### config.mk
export PLATFORM = sky130hd
export DESIGN_NAME = stage_watchdog
export DESIGN_NICKNAME = d
export VERILOG_FILES = /design/src/rtl/wdog_pkg.sv /design/src/rtl/wdog_regs.sv /design/src/rtl/wdog_pulse.sv /design/src/rtl/wdog_seq.sv /design/src/rtl/stage_watchdog.sv
export SDC_FILE = /design/constraint.sdc
export NUM_CORES = 1
export LEC_CHECK = 0
export BUFFER_PORTS_ARGS = -buffer_cell sky130_fd_sc_hd__buf_2
export CAP_MARGIN = 5
export CORE_MARGIN = 8
export CORE_UTILIZATION = 40
export CTS_BUF_LIST = sky130_fd_sc_hd__clkbuf_16
export DETAILED_ROUTE_END_ITERATION = 6
export HOLD_SLACK_MARGIN = 0.03
export PLACE_DENSITY = 0.56
export SYNTH_ARGS = -nofsm -noshare
export SYNTH_HDL_FRONTEND = slang
export SYNTH_SLANG_ARGS = --single-unit
### constraint.sdc
create_clock -name clk -period 11.04 [get_ports clk]
set_clock_uncertainty 0.05 [all_clocks]
set_input_delay 1.104 -clock clk [delete_from_list [all_inputs] [get_ports clk]]
set_output_delay 1.104 -clock clk [all_outputs]
set_load 0.05 [all_outputs]
### src/rtl/wdog_pkg.sv
package wdog_pkg;
  localparam int unsigned NSTG = 4;
  localparam logic [31:0] UNLOCK_KEY = 32'h50D8_3AA1;

  localparam logic [3:0] A_CTRL  = 4'd0;
  localparam logic [3:0] A_HOLD0 = 4'd1;
  localparam logic [3:0] A_FEED  = 4'd5;
  localparam logic [3:0] A_KEY   = 4'd6;
  localparam logic [3:0] A_IEN   = 4'd7;
  localparam logic [3:0] A_IST   = 4'd8;
  localparam logic [3:0] A_ICLR  = 4'd9;

  typedef enum logic [2:0] {
    ACT_NONE = 3'd0,
    ACT_IRQ  = 3'd1,
    ACT_CPU  = 3'd2,
    ACT_SYS  = 3'd3,
    ACT_RTC  = 3'd4
  } wd_act_e;

  typedef struct packed {
    logic [NSTG-1:0][2:0] act;
    logic [2:0] sys_len;
    logic [2:0] cpu_len;
    logic       cpu1_en;
    logic       cpu0_en;
    logic       pause_en;
    logic       boot_mode;
    logic       enable;
  } wd_ctrl_t;

  localparam int unsigned CTRL_W = $bits(wd_ctrl_t);

  // Pulse length in ns for each 3-bit code.
  function automatic int unsigned pulse_ns(input logic [2:0] code);
    int unsigned r;
    case (code)
      3'd0: r = 100;
      3'd1: r = 200;
      3'd2: r = 300;
      3'd3: r = 400;
      3'd4: r = 500;
      3'd5: r = 800;
      3'd6: r = 1600;
      default: r = 3200;
    endcase
    return r;
  endfunction

  // Whole slow-clock cycles, rounded up, never below one.
  function automatic int unsigned pulse_cycles(input logic [2:0] code, input int unsigned clk_ns);
    int unsigned c;
    c = (pulse_ns(code) + clk_ns - 1) / clk_ns;
    if (c == 0) c = 1;
    return c;
  endfunction
endpackage

### src/rtl/wdog_regs.sv
module wdog_regs
  import wdog_pkg::*;
#(
  parameter int unsigned       HOLD_W   = 16,
  parameter logic              BOOT_RST = 1'b1,
  parameter logic [HOLD_W-1:0] HOLD_RST = '1
) (
  input  logic                        clk,
  input  logic                        rst_n,
  input  logic                        we,
  input  logic [3:0]                  addr,
  input  logic [31:0]                 wdata,
  output logic [31:0]                 rdata,
  output wd_ctrl_t                    ctrl,
  output logic [NSTG-1:0][HOLD_W-1:0] hold,
  output logic                        feed,
  input  logic                        int_set,
  output logic                        int_st,
  output logic                        int_en
);
  localparam wd_ctrl_t CTRL_RST = '{act: '0, sys_len: 3'd0, cpu_len: 3'd0,
                                    cpu1_en: 1'b1, cpu0_en: 1'b1, pause_en: 1'b0,
                                    boot_mode: BOOT_RST, enable: 1'b0};

  logic unlocked;
  logic wr_ok;
  logic clr_req;

  assign wr_ok   = we && unlocked;
  assign feed    = we && (addr == A_FEED) && wdata[0];
  assign clr_req = we && (addr == A_ICLR) && wdata[0];

  always_ff @(posedge clk or negedge rst_n) begin
    if (!rst_n) begin
      unlocked <= 1'b0;
      ctrl     <= CTRL_RST;
      int_en   <= 1'b0;
      int_st   <= 1'b0;
      for (int i = 0; i < NSTG; i++) hold[i] <= HOLD_RST;
    end else begin
      if (we && addr == A_KEY) unlocked <= (wdata == UNLOCK_KEY);
      if (wr_ok && addr == A_CTRL) ctrl <= wd_ctrl_t'(wdata[CTRL_W-1:0]);
      for (int i = 0; i < NSTG; i++)
        if (wr_ok && addr == A_HOLD0 + 4'(i)) hold[i] <= wdata[HOLD_W-1:0];
      if (we && addr == A_IEN) int_en <= wdata[0];
      if (int_set)      int_st <= 1'b1;
      else if (clr_req) int_st <= 1'b0;
    end
  end

  always_comb begin
    rdata = '0;
    case (addr)
      A_CTRL:  rdata[CTRL_W-1:0] = ctrl;
      A_KEY:   rdata[0] = unlocked;
      A_IEN:   rdata[0] = int_en;
      A_IST:   rdata[0] = int_st;
      default: ;
    endcase
    for (int i = 0; i < NSTG; i++)
      if (addr == A_HOLD0 + 4'(i)) rdata[HOLD_W-1:0] = hold[i];
  end


  locked_ctrl_chk: assert property (@(posedge clk) disable iff (!rst_n)
    (we && addr == A_CTRL && !unlocked) |=> $stable(ctrl));

  int_clear_chk: assert property (@(posedge clk) disable iff (!rst_n)
    (clr_req && !int_set) |=> !int_st);
endmodule

### src/rtl/wdog_pulse.sv
module wdog_pulse
  import wdog_pkg::*;
#(
  parameter int unsigned CLK_NS = 100
) (
  input  logic       clk,
  input  logic       rst_n,
  input  logic       trig,
  input  logic [2:0] len,
  output logic       pulse
);
  localparam int unsigned MAX_CYC = pulse_cycles(3'd7, CLK_NS);
  localparam int unsigned PW      = $clog2(MAX_CYC + 1);

  logic [PW-1:0] left;

  always_ff @(posedge clk or negedge rst_n) begin
    if (!rst_n)             left <= '0;
    else if (trig)          left <= PW'(pulse_cycles(len, CLK_NS));
    else if (left != '0)    left <= left - PW'(1);
  end

  assign pulse = (left != '0);


  pulse_start_chk: assert property (@(posedge clk) disable iff (!rst_n)
    trig |=> pulse);

  pulse_end_chk: assert property (@(posedge clk) disable iff (!rst_n)
    (!trig && left == PW'(1)) |=> !pulse);
endmodule

### src/rtl/wdog_seq.sv
module wdog_seq
  import wdog_pkg::*;
#(
  parameter int unsigned HOLD_W = 16
) (
  input  logic                        clk,
  input  logic                        rst_n,
  input  logic                        en,
  input  logic                        boot,
  input  logic                        pause_en,
  input  logic [NSTG-1:0][2:0]        act,
  input  logic [NSTG-1:0][HOLD_W-1:0] hold,
  input  logic [1:0]                  pre_sel,
  input  logic                        sleep,
  input  logic                        feed,
  output logic                        fire_irq,
  output logic                        fire_cpu,
  output logic                        fire_sys,
  output logic                        fire_rtc
);
  localparam int unsigned CNT_W = HOLD_W + 5;

  function automatic logic [CNT_W-1:0] limit_of(input logic [1:0] stg,
                                                input logic [HOLD_W-1:0] h,
                                                input logic [1:0] sel);
    logic [CNT_W-1:0] w;
    w = CNT_W'(h);
    if (stg == 2'd0) w = w << ({1'b0, sel} + 3'd1);
    return w;
  endfunction

  logic [CNT_W-1:0] count;
  logic [1:0]       stage;
  logic             run;
  logic             expire;
  logic [CNT_W-1:0] limit;
  logic [2:0]       cur_act;

  assign run     = (en || boot) && !(pause_en && sleep);
  assign limit   = limit_of(stage, hold[stage], pre_sel);
  assign expire  = run && ((count + CNT_W'(1)) >= limit);
  assign cur_act = act[stage];

  assign fire_irq = expire && (cur_act == ACT_IRQ);
  assign fire_cpu = expire && (cur_act == ACT_CPU);
  assign fire_sys = expire && (cur_act == ACT_SYS);
  assign fire_rtc = expire && (cur_act == ACT_RTC);

  always_ff @(posedge clk or negedge rst_n) begin
    if (!rst_n) begin
      count <= '0;
      stage <= '0;
    end else if (feed) begin
      count <= '0;
      stage <= '0;
    end else if (expire) begin
      count <= '0;
      stage <= stage + 2'd1;
    end else if (run) begin
      count <= count + CNT_W'(1);
    end
  end


  feed_reset_chk: assert property (@(posedge clk) disable iff (!rst_n)
    feed |=> (stage == 2'd0 && count == '0));

  stage_step_chk: assert property (@(posedge clk) disable iff (!rst_n)
    (expire && !feed) |=> (stage == $past(stage) + 2'd1 && count == '0));

  idle_hold_chk: assert property (@(posedge clk) disable iff (!rst_n)
    (!en && !boot && !feed) |=> ($stable(count) && $stable(stage)));

  sleep_hold_chk: assert property (@(posedge clk) disable iff (!rst_n)
    (pause_en && sleep && !feed) |=> ($stable(count) && $stable(stage)));
endmodule

### src/rtl/stage_watchdog.sv
module stage_watchdog
  import wdog_pkg::*;
#(
  parameter int unsigned       HOLD_W   = 16,
  parameter int unsigned       CLK_NS   = 100,
  parameter logic              BOOT_RST = 1'b1,
  parameter logic [HOLD_W-1:0] HOLD_RST = '1
) (
  input  logic        clk,
  input  logic        rst_n,
  input  logic        reg_we,
  input  logic [3:0]  reg_addr,
  input  logic [31:0] reg_wdata,
  output logic [31:0] reg_rdata,
  input  logic [1:0]  prescale_sel,
  input  logic        sleep_req,
  output logic        irq,
  output logic        cpu0_rst,
  output logic        cpu1_rst,
  output logic        sys_rst,
  output logic        rtc_rst
);
  wd_ctrl_t                    ctrl;
  logic [NSTG-1:0][HOLD_W-1:0] hold;
  logic                        feed, int_st, int_en;
  logic                        fire_irq, fire_cpu, fire_sys, fire_rtc;
  logic [3:0]                  ch_trig, ch_out;
  logic [3:0][2:0]             ch_len;

  wdog_regs #(.HOLD_W(HOLD_W), .BOOT_RST(BOOT_RST), .HOLD_RST(HOLD_RST)) u_regs (
    .clk(clk), .rst_n(rst_n), .we(reg_we), .addr(reg_addr), .wdata(reg_wdata),
    .rdata(reg_rdata), .ctrl(ctrl), .hold(hold), .feed(feed),
    .int_set(fire_irq), .int_st(int_st), .int_en(int_en));

  wdog_seq #(.HOLD_W(HOLD_W)) u_seq (
    .clk(clk), .rst_n(rst_n), .en(ctrl.enable), .boot(ctrl.boot_mode),
    .pause_en(ctrl.pause_en), .act(ctrl.act), .hold(hold), .pre_sel(prescale_sel),
    .sleep(sleep_req), .feed(feed), .fire_irq(fire_irq), .fire_cpu(fire_cpu),
    .fire_sys(fire_sys), .fire_rtc(fire_rtc));

  // Channel 0/1: the two CPUs, 2: system, 3: RTC domain.
  assign ch_trig = {fire_rtc, fire_sys, fire_cpu && ctrl.cpu1_en, fire_cpu && ctrl.cpu0_en};
  assign ch_len  = {ctrl.sys_len, ctrl.sys_len, ctrl.cpu_len, ctrl.cpu_len};

  for (genvar c = 0; c < 4; c++) begin : g_rst
    wdog_pulse #(.CLK_NS(CLK_NS)) u_pulse (
      .clk(clk), .rst_n(rst_n), .trig(ch_trig[c]), .len(ch_len[c]), .pulse(ch_out[c]));
  end

  assign cpu0_rst = ch_out[0];
  assign cpu1_rst = ch_out[1];
  assign sys_rst  = ch_out[2];
  assign rtc_rst  = ch_out[3];
  assign irq      = int_st && int_en;


  cpu_gate_chk: assert property (@(posedge clk) disable iff (!rst_n)
    (fire_cpu && !ctrl.cpu0_en && !cpu0_rst) |=> !cpu0_rst);
endmodule

==> flow_metrics.tcl <==
set metrics [dict create \
    critical_path.startpoint_type "register" \
    finalHoldViolCount 0 \
    io_buffers 69 \
    start_util_pct 40.6 \
    rows 59 \
    power.density_nw_per_um2 101 \
    clkPwrFrac_pct 46.2 \
    syn_to_final_growth_pct 10.6 \
    rsz0062_at_grt "false" \
    seq_area_frac_synth_pct 33.3 \
    path_class "reg -> reg" \
    p_total_mw 1.18 \
    grt.overflow.total 0 \
    grt_pass1_wl_mm 47.4 \
    slowest_delay_ps 760 \
    nets 1251 \
    cts_buffer_depth 2 \
    gp_congestion 0.897 \
    ir_worst_vdd_mv 0.0817 \
    required_ps 11350 \
    synth-async-reset-ratio_pct 100 \
    clockRootBuffer "clkbuf_16" \
    yosys_warnings 0 \
    synth_top_cells_by_area "dfstp_2 17%, dfrtp_1 17%, mux2_2 10%" \
    tns_ps 0 \
    cts_made_buffers 17 \
    setup_viol 0 \
    num_vias 8982 \
    final_cell_mix "115 x nand2_1, 96 x mux2_2, 86 x nor2_1" \
    fin_crit_sh_pct 50.0 \
    p_comb_share_pct 10.6 \
    vias_per_cell 5.91 \
    power_frac_seq_pct 43.3 \
    fp.dieW_um 178 \
    met1_length_mm 13.6 \
    crit_path_end_kind "register" \
    syn_area_per_cell_um2 9.25 \
    drtIter0Drc 700 \
    first_pass_iters 6 \
    crit_arrival_ps 5830 \
    synth_cells 1139 \
    htreeDepth 4 \
    cts_tree "built" \
    path_cells "clkinv_1 -> o21ai_0 -> inv_1 -> ha_1 -> xor2_1 -> ha_1 -> or2_2 -> o21a_1 -> o21a_1 -> a211oi_1 -> nor4_1 -> a211o_1 -> nand2b_1 -> a22oi_1 -> a21oi_1 -> o211a_1 -> a21oi_1" \
    drcViolationCount 0 \
    die_area_um2 31800 \
    yosysTopAreaCell "dfstp_2" \
    slowest_stage "dfrtp_1" \
    yosys_register_bits 137 \
    path_max_fanout 25 \
    fmax_mhz 181 \
    clock-sinks 137 \
    chipHeight_um 178 \
    p_sw_mw 0.320 \
    p_sw_share_pct 27.2 \
    clock_latency_ps 430 \
    outcome "complete, no violations" \
    grt_usage_pct 18.5 \
    hold_buffers 0 \
    dr_wl_met2_mm 13.5 \
    cts_resized 0 \
    min_period_ps 5520 \
    hpwl_mm 20.7 \
    cell_internal_pwr_mw 0.859 \
    coreArea_um2 26000 \
    top_layer "met4" \
    synth-main-ff-cell "dfrtp_1" \
    drive_gt1_share_pct 28.1 \
    slew_headroom_pct 28.9 \
    grt_pass1_vias 8811 \
    drv_slew 0 \
    clk_pin_slew_ps 70 \
    tightest_slew_ps 1060 \
    critical_path.top_delay_family "compound AO/OA/AOI/OAI gates" \
    layout.cells.most_common "nand2_1" \
    synth_edf_count 0 \
    io_pins 79 \
    fill_cells 2583 \
    grt_max_degree 79 \
    insertedDiodeCount 0 \
    reg2reg_slack_ps 5520 \
    drt_wl_total_mm 28.9 \
    wl_met3_mm 1.35 \
    synth_top_cell_area_share_pct 16.7 \
    hp-class "reg -> reg" \
    maxCapViolCount 0 \
    avgRoutedWirePerCell_um 19.0 \
    ant_nets 0 \
    antenna_found_initial 0 \
    path_buf_inv 2 \
    synthDistinctLibCells 92 \
    syn-cell-area_um2 10500 \
    post_cts_buffers 0 \
    p_leak_nw 5.16 \
]
worst register-to-register path: stages (launching register included):
cell and delay [ps]:
dfrtp_1 760, clkinv_1 470, o21ai_0 430, inv_1 110, ha_1 470, xor2_1 230, ha_1 220, or2_2 330
o21a_1 150, o21a_1 220, a211oi_1 640, nor4_1 140, a211o_1 370, nand2b_1 180, a22oi_1 180, a21oi_1 100
o211a_1 260, a21oi_1 140
layout make-up:
class,instances,area [um^2],share of cell area [%]
inverters,28,105,0.901
flip-flops and latches,137,3510,30.1
clock inverters,15,129,1.11
well taps,335,419,3.59
clock buffers,17,425,3.65
multi-input cells,905,6620,56.8
repair buffers,82,449,3.85
cells in the mapped netlist (11+ instances only):
master / instances
nand2_1: 115
mux2_2: 96
nor2_1: 87
o21ai_0: 77
dfrtp_1: 70
dfstp_2: 67
a21oi_1: 47
clkbuf_1: 45
ha_1: 38
nand3_1: 34
mux2i_1: 27
xnor2_1: 27
inv_1: 26
xor2_1: 23
nand2b_1: 19
mux4_2: 18
a222oi_1: 15
a22oi_1: 15
buf_2: 14
o211ai_1: 14
or3_1: 14
nor3_1: 13
and3_1: 12
buf_4: 11
nor2b_1: 11
logic make-up after synthesis:
logic type      Yosys count  synth area share, %
xor+xnor                 50                 4.15
mux                     142                 16.8
compound gates          277                 17.9
fa+ha+maj                40                 4.71
buf+inv                 105                 4.44
other cells               1               0.0356
simple gates            387                 18.6
flops                   137                 33.3
metal layers:
metal	up-vias	global-route usage, %
met3	37	2.75
met4	0	5.51
li1	4281	-
met5	-	0
met1	4408	26.0
met2	256	29.0
power by group through the flow:
stage	sequential, mW	combinational [mW]	clock [mW]
3_5_place_dp	0.519	0.125	0
2_1_floorplan	0.515	0.0858	0
4_1_cts	0.511	0.125	0.558
5_1_grt	0.511	0.139	0.580
6_report	0.511	0.124	0.544
3_3_place_gp	0.519	0.124	0
final timing paths:
path	start	endpoint	depth (start not counted)
setup / recovery	u_regs.ctrl[8]$_DFFE_PN0P_	g_rst[3].u_pulse.left[0]$_DFFE_PN0P_	17
max in group asynchronous	rst_n	u_regs.ctrl[5]$_DFFE_PN0P_	2
hold / removal	u_regs.ctrl[22]$_DFFE_PN0P_	u_regs.ctrl[22]$_DFFE_PN0P_	1
min in group asynchronous	rst_n	u_seq.count[19]$_DFFE_PN0P_	1
hold reg to reg	u_regs.ctrl[22]$_DFFE_PN0P_	u_regs.ctrl[22]$_DFFE_PN0P_	1
setup reg to reg	u_regs.ctrl[8]$_DFFE_PN0P_	g_rst[3].u_pulse.left[0]$_DFFE_PN0P_	17
sequential cells by signal (all words and copies together), names as in the netlist:
signal / flops
u_regs.hold: 64
g_rst.u_pulse.left: 24
u_regs.ctrl: 23
u_seq.count: 21
u_seq.stage: 2
u_regs.int_en: 1
u_regs.int_st: 1
u_regs.unlocked: 1
stage by stage:
stage / std cells / worst slack (ps) / instance area (um^2) / utilization, % / hold WS [ps]
floorplan: 1147 / 6090 / 10600 / - / 437
global placement: 1487 / 5270 / 11100 / 42.7 / 469
detailed placement: 1487 / 5220 / 11100 / 42.7 / 468
CTS: 1519 / 5570 / 11700 / 44.9 / 486
global route: 1519 / 5030 / 11700 / 44.9 / 502
finish: 1519 / 5520 / 11700 / 44.9 / 487
Note: power is estimated with default switching activity, not from simulation.
